File: src/rtl/irq_status_pkg.sv
// Package: shared constants, status bit layout and helper functions for the
// interrupt status controller. Assumes exactly two receive configurations.
package irq_status_pkg;
    localparam int NUM_CFG = 2;
    localparam int NUM_SRC = 9;

    // Bit positions of configuration A; configuration B sits one bit lower.
    localparam int BIT_POR   = 8;
    localparam int BIT_WAKE  = 7;
    localparam int BIT_FSYNC = 5;
    localparam int BIT_MSGID = 3;
    localparam int BIT_EOM   = 1;

    typedef logic [NUM_SRC-1:0] irq_vec_t;

    function automatic int wake_bit(input int cfg);
        return BIT_WAKE - cfg;
    endfunction

    function automatic int fsync_bit(input int cfg);
        return BIT_FSYNC - cfg;
    endfunction

    function automatic int msgid_bit(input int cfg);
        return BIT_MSGID - cfg;
    endfunction

    function automatic int eom_bit(input int cfg);
        return BIT_EOM - cfg;
    endfunction

    // Flags erased by the events of one configuration (precedence chain).
    function automatic irq_vec_t clear_set(input irq_vec_t evt, input int cfg);
        irq_vec_t res;
        int other;
        res   = '0;
        other = NUM_CFG - 1 - cfg;
        if (evt[wake_bit(cfg)]) begin
            res[fsync_bit(0)]   = 1'b1;
            res[fsync_bit(1)]   = 1'b1;
            res[wake_bit(other)] = 1'b1;
        end
        if (evt[fsync_bit(cfg)]) begin
            res[msgid_bit(0)]     = 1'b1;
            res[msgid_bit(1)]     = 1'b1;
            res[eom_bit(0)]       = 1'b1;
            res[eom_bit(1)]       = 1'b1;
            res[fsync_bit(other)] = 1'b1;
        end
        return res;
    endfunction
endpackage

File: src/rtl/irq_evt_qualify.sv
// Module: packs the event strobes into the status layout and drops the
// packet-only events when the receive mode is not a packet mode.
// Assumes strobes are synchronous to clk and one cycle wide.
module irq_evt_qualify
    import irq_status_pkg::*;
#(
    parameter int                MODE_W     = 2,
    parameter logic [MODE_W-1:0] PKT_MODE_0 = 1,
    parameter logic [MODE_W-1:0] PKT_MODE_1 = 2
) (
    input  logic [MODE_W-1:0]  rx_mode,
    input  logic [NUM_CFG-1:0] wake,
    input  logic [NUM_CFG-1:0] fsync,
    input  logic [NUM_CFG-1:0] msgid,
    input  logic [NUM_CFG-1:0] eom,
    input  logic               por,
    output irq_vec_t           evt
);
    logic pkt_mode;

    // Decide whether packet-only events are honoured.
    always_comb pkt_mode = (rx_mode == PKT_MODE_0) || (rx_mode == PKT_MODE_1);

    // Map every strobe onto its status bit position.
    always_comb begin
        evt          = '0;
        evt[BIT_POR] = por;
        for (int c = 0; c < NUM_CFG; c++) begin
            evt[wake_bit(c)]  = wake[c];
            evt[fsync_bit(c)] = fsync[c] & pkt_mode;
            evt[msgid_bit(c)] = msgid[c] & pkt_mode;
            evt[eom_bit(c)]   = eom[c]   & pkt_mode;
        end
    end
endmodule

File: src/rtl/irq_status_reg.sv
// Module: holds the status word, the "first event pending" flag and the
// sticky forced-interrupt flag. Applies the clear chain and read clearing.
// Assumes evt is already qualified by receive mode.
module irq_status_reg
    import irq_status_pkg::*;
(
    input  logic     clk,
    input  logic     rst_n,
    input  irq_vec_t evt,
    input  logic     stat_rd,
    output irq_vec_t status,
    output logic     first_pend,
    output logic     forced
);
    logic [NUM_CFG-1:0][NUM_SRC-1:0] clr_cfg;
    irq_vec_t clr_all;
    irq_vec_t status_nx;
    logic     any_evt;

    // One clear vector per configuration.
    for (genvar c = 0; c < NUM_CFG; c++) begin : g_clr
        assign clr_cfg[c] = clear_set(evt, c);
    end

    // Merge per-configuration clears and form the next status word.
    always_comb begin
        clr_all = '0;
        for (int c = 0; c < NUM_CFG; c++) clr_all |= clr_cfg[c];
        any_evt = |evt;
        if (first_pend && any_evt)
            status_nx = evt;
        else
            status_nx = ((stat_rd ? '0 : status) & ~clr_all) | evt;
    end

    // Status, first-event and forced-level registers.
    always_ff @(posedge clk) begin
        if (!rst_n) begin
            status     <= '1;
            first_pend <= 1'b1;
            forced     <= 1'b0;
        end else begin
            status <= status_nx;
            if (first_pend && any_evt) begin
                first_pend <= 1'b0;
                forced     <= 1'b1;
            end else if (stat_rd) begin
                forced <= 1'b0;
            end
        end
    end

    AST_EVENT_SETS: assert property (@(posedge clk) disable iff (!rst_n)
        (|evt) |=> ((status & $past(evt)) == $past(evt)));
    AST_WAKE_CLEARS_FSYNC: assert property (@(posedge clk) disable iff (!rst_n)
        (evt[BIT_WAKE] && !evt[BIT_FSYNC] && !evt[BIT_FSYNC-1] && !evt[BIT_WAKE-1])
        |=> (!status[BIT_FSYNC] && !status[BIT_FSYNC-1] && !status[BIT_WAKE-1]));
    AST_FSYNC_CLEARS_MSG: assert property (@(posedge clk) disable iff (!rst_n)
        (evt[BIT_FSYNC-1] && (evt[3:0] == 4'b0) && !evt[BIT_FSYNC])
        |=> ((status[3:0] == 4'b0) && !status[BIT_FSYNC]));
    AST_READ_CLEARS: assert property (@(posedge clk) disable iff (!rst_n)
        (stat_rd && (evt == '0)) |=> (status == '0));
endmodule

File: src/rtl/irq_pin_drive.sv
// Module: forms the interrupt level from status, mask and the first-event
// flags, and drives the pin with the default polarity while in reset and
// the programmed polarity afterwards. POR bit is never masked.
module irq_pin_drive
    import irq_status_pkg::*;
(
    input  logic     clk,
    input  logic     rst_n,
    input  irq_vec_t status,
    input  logic     first_pend,
    input  logic     forced,
    input  irq_vec_t irq_mask,
    input  logic     pol_high,
    output logic     irq_pin
);
    irq_vec_t en_mask;
    logic     irq_lvl;
    logic     in_rst_q;

    // Track whether the default reset polarity applies.
    always_ff @(posedge clk) begin
        in_rst_q <= !rst_n;
    end

    // Level: held low until the first event, then forced or enabled status.
    always_comb begin
        en_mask          = irq_mask;
        en_mask[BIT_POR] = 1'b1;
        irq_lvl = !first_pend && (forced || (|(status & en_mask)));
    end

    // Pin polarity selection.
    always_comb irq_pin = in_rst_q ? !irq_lvl : (pol_high ? irq_lvl : !irq_lvl);

    AST_FIRST_EVENT_RAISES: assert property (@(posedge clk) disable iff (!rst_n)
        $fell(first_pend) |-> irq_lvl);
    AST_POR_UNMASKABLE: assert property (@(posedge clk) disable iff (!rst_n)
        (!first_pend && status[BIT_POR]) |-> irq_lvl);
endmodule

File: src/rtl/irq_status_ctrl.sv
// Module: top of the masked interrupt status controller. Qualifies events,
// keeps the status word and drives the interrupt pin.
// Assumes all inputs synchronous to clk; rst_n synchronous active-low.
module irq_status_ctrl
    import irq_status_pkg::*;
#(
    parameter int MODE_W = 2
) (
    input  logic              clk,
    input  logic              rst_n,
    input  logic [MODE_W-1:0] rx_mode,
    input  logic [1:0]        evt_wake,
    input  logic [1:0]        evt_fsync,
    input  logic [1:0]        evt_msgid,
    input  logic [1:0]        evt_eom,
    input  logic              evt_por,
    input  logic [8:0]        irq_mask,
    input  logic              irq_pol_high,
    input  logic              stat_rd,
    output logic [8:0]        stat_word,
    output logic              irq_pin
);
    irq_vec_t evt_q;
    irq_vec_t status;
    logic     first_pend;
    logic     forced;

    irq_evt_qualify #(
        .MODE_W     (MODE_W),
        .PKT_MODE_0 (MODE_W'(1)),
        .PKT_MODE_1 (MODE_W'(2))
    ) i_qualify (
        .rx_mode (rx_mode),
        .wake    (evt_wake),
        .fsync   (evt_fsync),
        .msgid   (evt_msgid),
        .eom     (evt_eom),
        .por     (evt_por),
        .evt     (evt_q)
    );

    irq_status_reg i_status (
        .clk        (clk),
        .rst_n      (rst_n),
        .evt        (evt_q),
        .stat_rd    (stat_rd),
        .status     (status),
        .first_pend (first_pend),
        .forced     (forced)
    );

    irq_pin_drive i_pin (
        .clk        (clk),
        .rst_n      (rst_n),
        .status     (status),
        .first_pend (first_pend),
        .forced     (forced),
        .irq_mask   (irq_mask),
        .pol_high   (irq_pol_high),
        .irq_pin    (irq_pin)
    );

    // Expose the status word.
    always_comb stat_word = status;

    AST_MODE_GATES_PKT: assert property (@(posedge clk) disable iff (!rst_n)
        ((rx_mode == 2'b00 || rx_mode == 2'b11) && !first_pend && !stat_rd &&
         (evt_wake == 2'b0)) |=> ($past(status[5:0]) == status[5:0]) || $past(evt_por));
endmodule

File: config.mk
export PLATFORM = sky130hd
export DESIGN_NAME = irq_status_ctrl
export DESIGN_NICKNAME = d
export VERILOG_FILES = /design/src/rtl/irq_status_pkg.sv /design/src/rtl/irq_evt_qualify.sv /design/src/rtl/irq_status_reg.sv /design/src/rtl/irq_pin_drive.sv /design/src/rtl/irq_status_ctrl.sv
export SDC_FILE = /design/constraint.sdc
export NUM_CORES = 1
export LEC_CHECK = 0
export BUFFER_PORTS_ARGS = -buffer_cell sky130_fd_sc_hd__buf_2
export CAP_MARGIN = 10
export CORE_AREA = 2 2 42 44
export CTS_CLUSTER_SIZE = 40
export DETAILED_ROUTE_END_ITERATION = 6
export DIE_AREA = 0 0 44 46
export GPL_TIMING_DRIVEN = 0
export PLACE_DENSITY_LB_ADDON = 0.08
export SKIP_CTS_REPAIR_TIMING = 1
export SLEW_MARGIN = 20
export SYNTH_ARGS = -nofsm -noshare
export SYNTH_HDL_FRONTEND = slang
export SYNTH_HIERARCHICAL = 1
export SYNTH_SLANG_ARGS = --single-unit
File: constraint.sdc
create_clock -name clk -period 2.09 [get_ports clk]
set_input_delay 0.418 -clock clk [delete_from_list [all_inputs] [get_ports clk]]
set_output_delay 0.418 -clock clk [all_outputs]
set_load 0.01 [all_outputs]
==> results of run 1 <==
==> critical path: stages (launching register included) <==
cell	delay, ns
dfxtp_1	0.33
a22o_1	0.25
a221oi_2	0.17
a31oi_1	0.13
xnor2_1	0.13
buf_2	0.14
==> per-stage QoR <==
step                power [W]  worst slack, ns  cell area (sq um)
detailed placement   0.000391            0.175                808
CTS                  0.000529            0.231                831
finish               0.000524            0.252                831
floorplan            0.000344            0.479                647
global route         0.000553            0.154                831
global placement     0.000389            0.204                808
==> how the worst min path moves through the flow <==
stage / cells after the start / startpoint / end / slack (ns)
2_1_floorplan: 1 / rst_n / i_pin/in_rst_q$_DFF_P_ / 0.47
3_3_place_gp: 2 / i_status/status[6]$_SDFF_PN1_ / i_status/status[6]$_SDFF_PN1_ / 0.46
3_5_place_dp: 2 / i_status/status[7]$_SDFF_PN1_ / i_status/status[7]$_SDFF_PN1_ / 0.46
4_1_cts: 2 / rst_n / i_pin/in_rst_q$_DFF_P_ / 0.31
5_1_grt: 2 / rst_n / i_pin/in_rst_q$_DFF_P_ / 0.32
6_report: 2 / rst_n / i_pin/in_rst_q$_DFF_P_ / 0.31
==> power by group through the flow <==
stage | Sequential, W | Combinational (W) | Clock [W]
final | 0.000260 | 0.000125 | 0.000139
after global routing | 0.000262 | 0.000140 | 0.000152
after CTS | 0.000260 | 0.000127 | 0.000143
after detailed placement | 0.000265 | 0.000126 | 0
after global placement | 0.000265 | 0.000124 | 0
after floorplan | 0.000270 | 0.0000739 | 0
==> layout make-up <==
class                      count  area (sq um)
clock buffer                   3          22.5
tap                           17          21.3
fill                         161           783
buffer                         5          30.0
inverter                      14          52.6
sequential                    12           240
timing repair buffer          28           140
multi-input combinational     43           324
==> kinds of logic after synthesis <==
family	after synthesis	synth area share (%)
and+or+nand+nor	22	20.9
buffers and inverters	19	12.8
DFF	12	37.1
xor gates and xnor gates	2	2.71
AOI/OAI and AO/OA	19	26.5
==> placed cells by master, fill, tap and decap left out, drive strengths merged, types with 3 or more instances in the layout <==
cell and count:
o21ai 3, o311ai 7, nor2b 4, a31oi 4
dfxtp 12, clkbuf 5, nor2 3, buf 31
nor3 3, nand2 4, inv 14, and2 6
==> layer usage <==
layer / global-route usage (%) / vias up / wire, microns
li1: - / 319 / -
met5: 0 / - / 0
met4: 12.7 / 0 / 19
met3: 2.38 / 2 / 103
met2: 23.5 / 25 / 663
met1: 19.6 / 258 / 696
==> sequential cells by signal, indices dropped and copies added (netlist names) <==
register and cells:
i_status/status 9, i_pin/in_rst_q 1, i_status/first_pend 1, i_status/forced 1
==> metrics.md, run 1 <==
| Metric | Value |
|---|---|
| Max-slew violations | `0` |
| Setup TNS | `0 ns` |
| Fin Clk Skew | `0.00104 ns` |
| Number of global-route vias before repair | `496` |
| Core area | `0.00161 sq mm` |
| Comb pwr share | `23.9%` |
| Final hold slack | `0.315 ns` |
| Max cap viols | `0` |
| Yosys top cell by area | `dfxtp_1` |
| CTS sink count | `12` |
| Pwr/cell area | `631 mW/mm^2` |
| Status | `finished, final reports clean` |
| Sequential share of the synthesized area | `37.1%` |
| Max IR drop VDD | `0.199 mV` |
| First-pass GRT wire length | `~2.2 mm` |
| Final period util | `87.9%` |
| CTS tree | `built` |
| Post-synth top cells | `inv_1, dfxtp_1, and2_1` |
| Vias per Instance | `4.95` |
| HPWL Detailed | `between 1 and 1.5 mm` |
| Sw Share | `29.2%` |
| Initial antenna violation count | `0` |
| Switching power total | `0.000153 W` |
| 1st-iter DRT viols | `17` |
| R2R Setup Slk | `0.88 ns` |
| Worst-Margin Slew | `0.552 ns` |
| Number of synthesis warnings | `6` |
| Clock Path Buffers | `2` |
| Post-synthesis cell type count | `24` |
| Remaining Overflow, GRT | `0` |
| Row Count | `15` |
| Mapped cell area | `around 650 sq um` |
| Final ANT Viol Nets | `0` |
| Htree depth | `1` |
| Largest net degree at the start of global routing | `11` |
| Synth area leaders | `dfxtp_1, inv_1, o311ai_1, and2_1, o311ai_2` |
| Final Hold Fails | `0` |
| Synth top area share | `37.1%` |
| Sequential share of power | `49.5%` |
| Post-synth EDFFs | `0` |
| CP Launch Type | `flip-flop` |
| Placed Instances | `around 120` |
| Vias | `604` |
| Fin crit period | `1.84 ns` |
| Worst setup path end | `irq_pin` |
| Register bit total from synthesis | `12` |
| R2R Path Start | `i_status/first_pend$_SDFFE_PN1P_` |
| Cell internal pwr | `roughly 0.00037 W` |
| Worst EP arrival | `1.42 ns` |
| N_diodes | `0` |
| Placer Congestion | `0.714` |
| Ys async rst share | `0%` |
| CP startpoint | `i_status/status[6]$_SDFF_PN1_` |
| Clock transition at the registers of the reported paths | `0.07 ns` |
| Post-route DRC | `0` |
| Most frequent cell after synthesis | `inv_1` |
| Count of final setup violators | `0` |
| Reg2reg end | `i_status/status[7]$_SDFF_PN1_` |
| CP required | `1.67 ns` |
| Initial Utilization | `40.1%` |
| Layout cells sized above 1 | `38.1%` |
| Routed length per instance | `12.1 microns` |
| Final core utilization | `roughly half` |
| Fmax | `544 MHz` |
| Ports | `34` |
| Crit end category | `output port` |
| Root Driver | `clkbuf_4` |
| Layout Nets | `131` |
| Syn_nets | `98` |
| Synthesis-to-finish area growth | `28.4%` |
| Die Ht | `46 microns` |
| HP Class | `input port to flip-flop` |
| PortBufs | `28` |
| LEAKAGE | `0.391 nW` |
| 1st-pass router iterations | `4` |
| FF-to-FF path depth | `3` |
| GRT Util Overall | `15.6%` |
| Syn Area/Cell | `8.74 sq um` |
| Ys flop type | `dfxtp_1` |
| RSZ-0062 raised after global routing | `no` |
| Max_slew headroom | `63.0%` |
| Crit Path Category | `flip-flop to output port` |
| Final cell count without fillers | `122` |
| Worst Path Max Fanout | `3` |
| Die width | `between 40 and 50 microns` |
| Clock share of power | `approximately a quarter` |
| Worst-Skew Late Latency | `about 0.26 ns` |
| Die area | `0.00202 sq mm` |
| CTS Buf Count | `3` |
| Cells after synthesis | `between 70 and 80` |
| Post-Route WL | `1.48 mm` |
Note: power is estimated with default switching activity, not from simulation.
==> run 2, diff against run 1 <==
- CTS_BUF_LIST: not set -> sky130_fd_sc_hd__clkbuf_16
==> run 2 against run 1 <==
- fmax up 2.4%
- combinational power is essentially flat
- critical path depth is the same
- die area unchanged
- global-route usage grew 0.17 points
- critical endpoint unchanged
- highest routed layer unchanged
==> metrics.md, run 2 (same netlist as run 1, synthesis figures left out) <==
| Metric | Value |
|---|---|
| Status | `finished, final reports clean` |
| Fin crit period | `1.80 ns (-0.0423 ns)` |
| HP Class | `input port to flip-flop` |
| Htree depth | `1 (unchanged)` |
| Core area | `0.00161 sq mm (unchanged)` |
| Seq. cell area | `240 sq um (unchanged)` |
| Ports | `34 (unchanged)` |
| Clock Path Buffers | `2 (unchanged)` |
| Clock transition at the registers of the reported paths | `0.04 ns (-0.03 ns)` |
| Setup TNS | `0 ns (unchanged)` |
| Initial antenna violation count | `0 (unchanged)` |
| Pwr/cell area | `822 mW/mm^2 (+30%)` |
| Most frequent cells in the layout | `buf_2, inv_1, dfxtp_1, and2_1, o311ai_1` |
| Final period util | `85.9% (-2.0 points)` |
| R2R Setup Slk | `0.90 ns (+0.02 ns)` |
| CTS tree | `built` |
| Die Ht | `46 microns (unchanged)` |
| 1st-pass router iterations | `5 (+1)` |
| Final ANT Viol Nets | `0 (unchanged)` |
| Number of global-route vias before repair | `500 (+0.81%)` |
| Max-slew violations | `0 (unchanged)` |
| Reg2reg end | `i_status/status[7]$_SDFF_PN1_` |
| Max IR drop VDD | `0.305 mV (+53%)` |
| Final hold slack | `0.350 ns (+0.0349 ns)` |
| Fmax | `557 MHz (+2.4%)` |
| CP required | `1.67 ns (about the same)` |
| CTS sink count | `12 (unchanged)` |
| Most flops, register | `i_status/status` |
| Post-Route WL | `1.51 mm (+1.8%)` |
| Worst hold start | `rst_n` |
| Largest net degree at the start of global routing | `11 (unchanged)` |
| Place WS | `0.175 ns (unchanged)` |
| Commonest non-fill, non-tap cell in the layout | `buf_2` |
| HPWL Detailed | `1.18 mm (unchanged)` |
| # fillers | `153 (-5.0%)` |
| Layout cells sized above 1 | `38.1% (unchanged)` |
| FF-to-FF path depth | `3 (unchanged)` |
| Placer Congestion | `0.714 (unchanged)` |
| Root Driver | `clkbuf_16` |
| Setup slack after layout | `0.294 ns (+0.0423 ns)` |
| Max FFs per register | `9 (unchanged)` |
| Final Hold Fails | `0 (unchanged)` |
| CP Launch Type | `flip-flop` |
| Vias | `612 (+1.3%)` |
| 1st-iter DRT viols | `16 (-1)` |
| CTS Buf Count | `3 (unchanged)` |
| Hold-critical path endpoint | `i_pin/in_rst_q$_DFF_P_` |
| LEAKAGE | `0.414 nW (+5.9%)` |
| PortBufs | `28 (unchanged)` |
| Max_slew headroom | `63.2% (+0.22 points)` |
| Worst-Skew Late Latency | `0.24 ns (-0.02 ns)` |
| RSZ-0062 raised after global routing | `no` |
| Combined area of the multi-input logic cells | `324 sq um (unchanged)` |
| Worst EP arrival | `1.38 ns (-0.04 ns)` |
| Remaining Overflow, GRT | `0 (unchanged)` |
| GRT Util Overall | `15.8% (+0.17 points)` |
| Final cell count without fillers | `122 (unchanged)` |
| Fin Clk Skew | `0.00143 ns (+0.000391 ns)` |
| Crit end category | `output port` |
| Worst-Margin Slew | `0.549 ns (-0.00330 ns)` |
| CP startpoint | `i_status/status[6]$_SDFF_PN1_` |
| R2R Path Start | `i_status/first_pend$_SDFFE_PN1P_` |
| Die width | `44 microns (unchanged)` |
| Die area | `0.00202 sq mm (unchanged)` |
| Initial Utilization | `40.1% (unchanged)` |
| Max cap viols | `0 (unchanged)` |
| First-pass GRT wire length | `2.19 mm (+0.97%)` |
| N_diodes | `0 (unchanged)` |
| Count of final setup violators | `0 (unchanged)` |
| Routed length per instance | `12.4 microns (+1.8%)` |
| Min-Delay Path Depth | `2 (unchanged)` |
| Synthesis-to-finish area growth | `36.6%` |
| Worst Path Max Fanout | `3 (unchanged)` |
| Placed Instances | `119 (unchanged)` |
| Vias per Instance | `5.02 (+1.3%)` |
| Row Count | `15 (unchanged)` |
| Post-route DRC | `0 (unchanged)` |
| Layout Nets | `131 (unchanged)` |
| Crit Path Category | `flip-flop to output port` |
-- run 2: power breakdown --
group / switching, W / internal [W]
Combinational: 0.0000669 / 0.0000584
Sequential: 0.0000135 / 0.000248
Clock: 0.0000908 / 0.000248
Total: 0.000171 / 0.000555
-- run 2: worst max-delay path by stage --
stage / end / depth (start not counted)
2_1_floorplan: i_status/status[8]$_SDFF_PN1_ / 5
3_3_place_gp: i_status/forced$_SDFFE_PN0P_ / 6
3_5_place_dp: i_status/status[8]$_SDFF_PN1_ / 6
4_1_cts: irq_pin / 5
5_1_grt: irq_pin / 5
6_report: irq_pin / 5
-- run 2: critical path, stage by stage (launching register included) --
cell and delay, ns:
dfxtp_1 0.32, a22o_1 0.25, a221oi_2 0.17, a31oi_1 0.13, xnor2_1 0.13, buf_2 0.14
-- run 2: final cells by class --
class	instances	share of cell area, %
Buffer	5	3.40
Clock buffer	3	8.50
Inverter	14	5.95
Multi-Input combinational cell	43	36.7
Sequential cell	12	27.2
Tap cell	17	2.41
Timing Repair Buffer	28	15.9
-- run 2: per-layer routing --
layer | global-route usage (%) | wire (microns) | vias up
met3 | 2.38 | 108 | 2
met1 | 19.4 | 688 | 265
met5 | 0 | 0 | -
met2 | 24.4 | 692 | 26
met4 | 12.7 | 19 | 0
li1 | - | - | 319
-- run 2: metrics by stage --
step,util (%),total power (W),area [sq um]
after floorplan,-,0.000344,647
after global placement,50.1,0.000389,808
after detailed placement,50.1,0.000391,808
after CTS,54.7,0.000731,883
after global routing,54.7,0.000758,883
final,54.7,0.000726,883
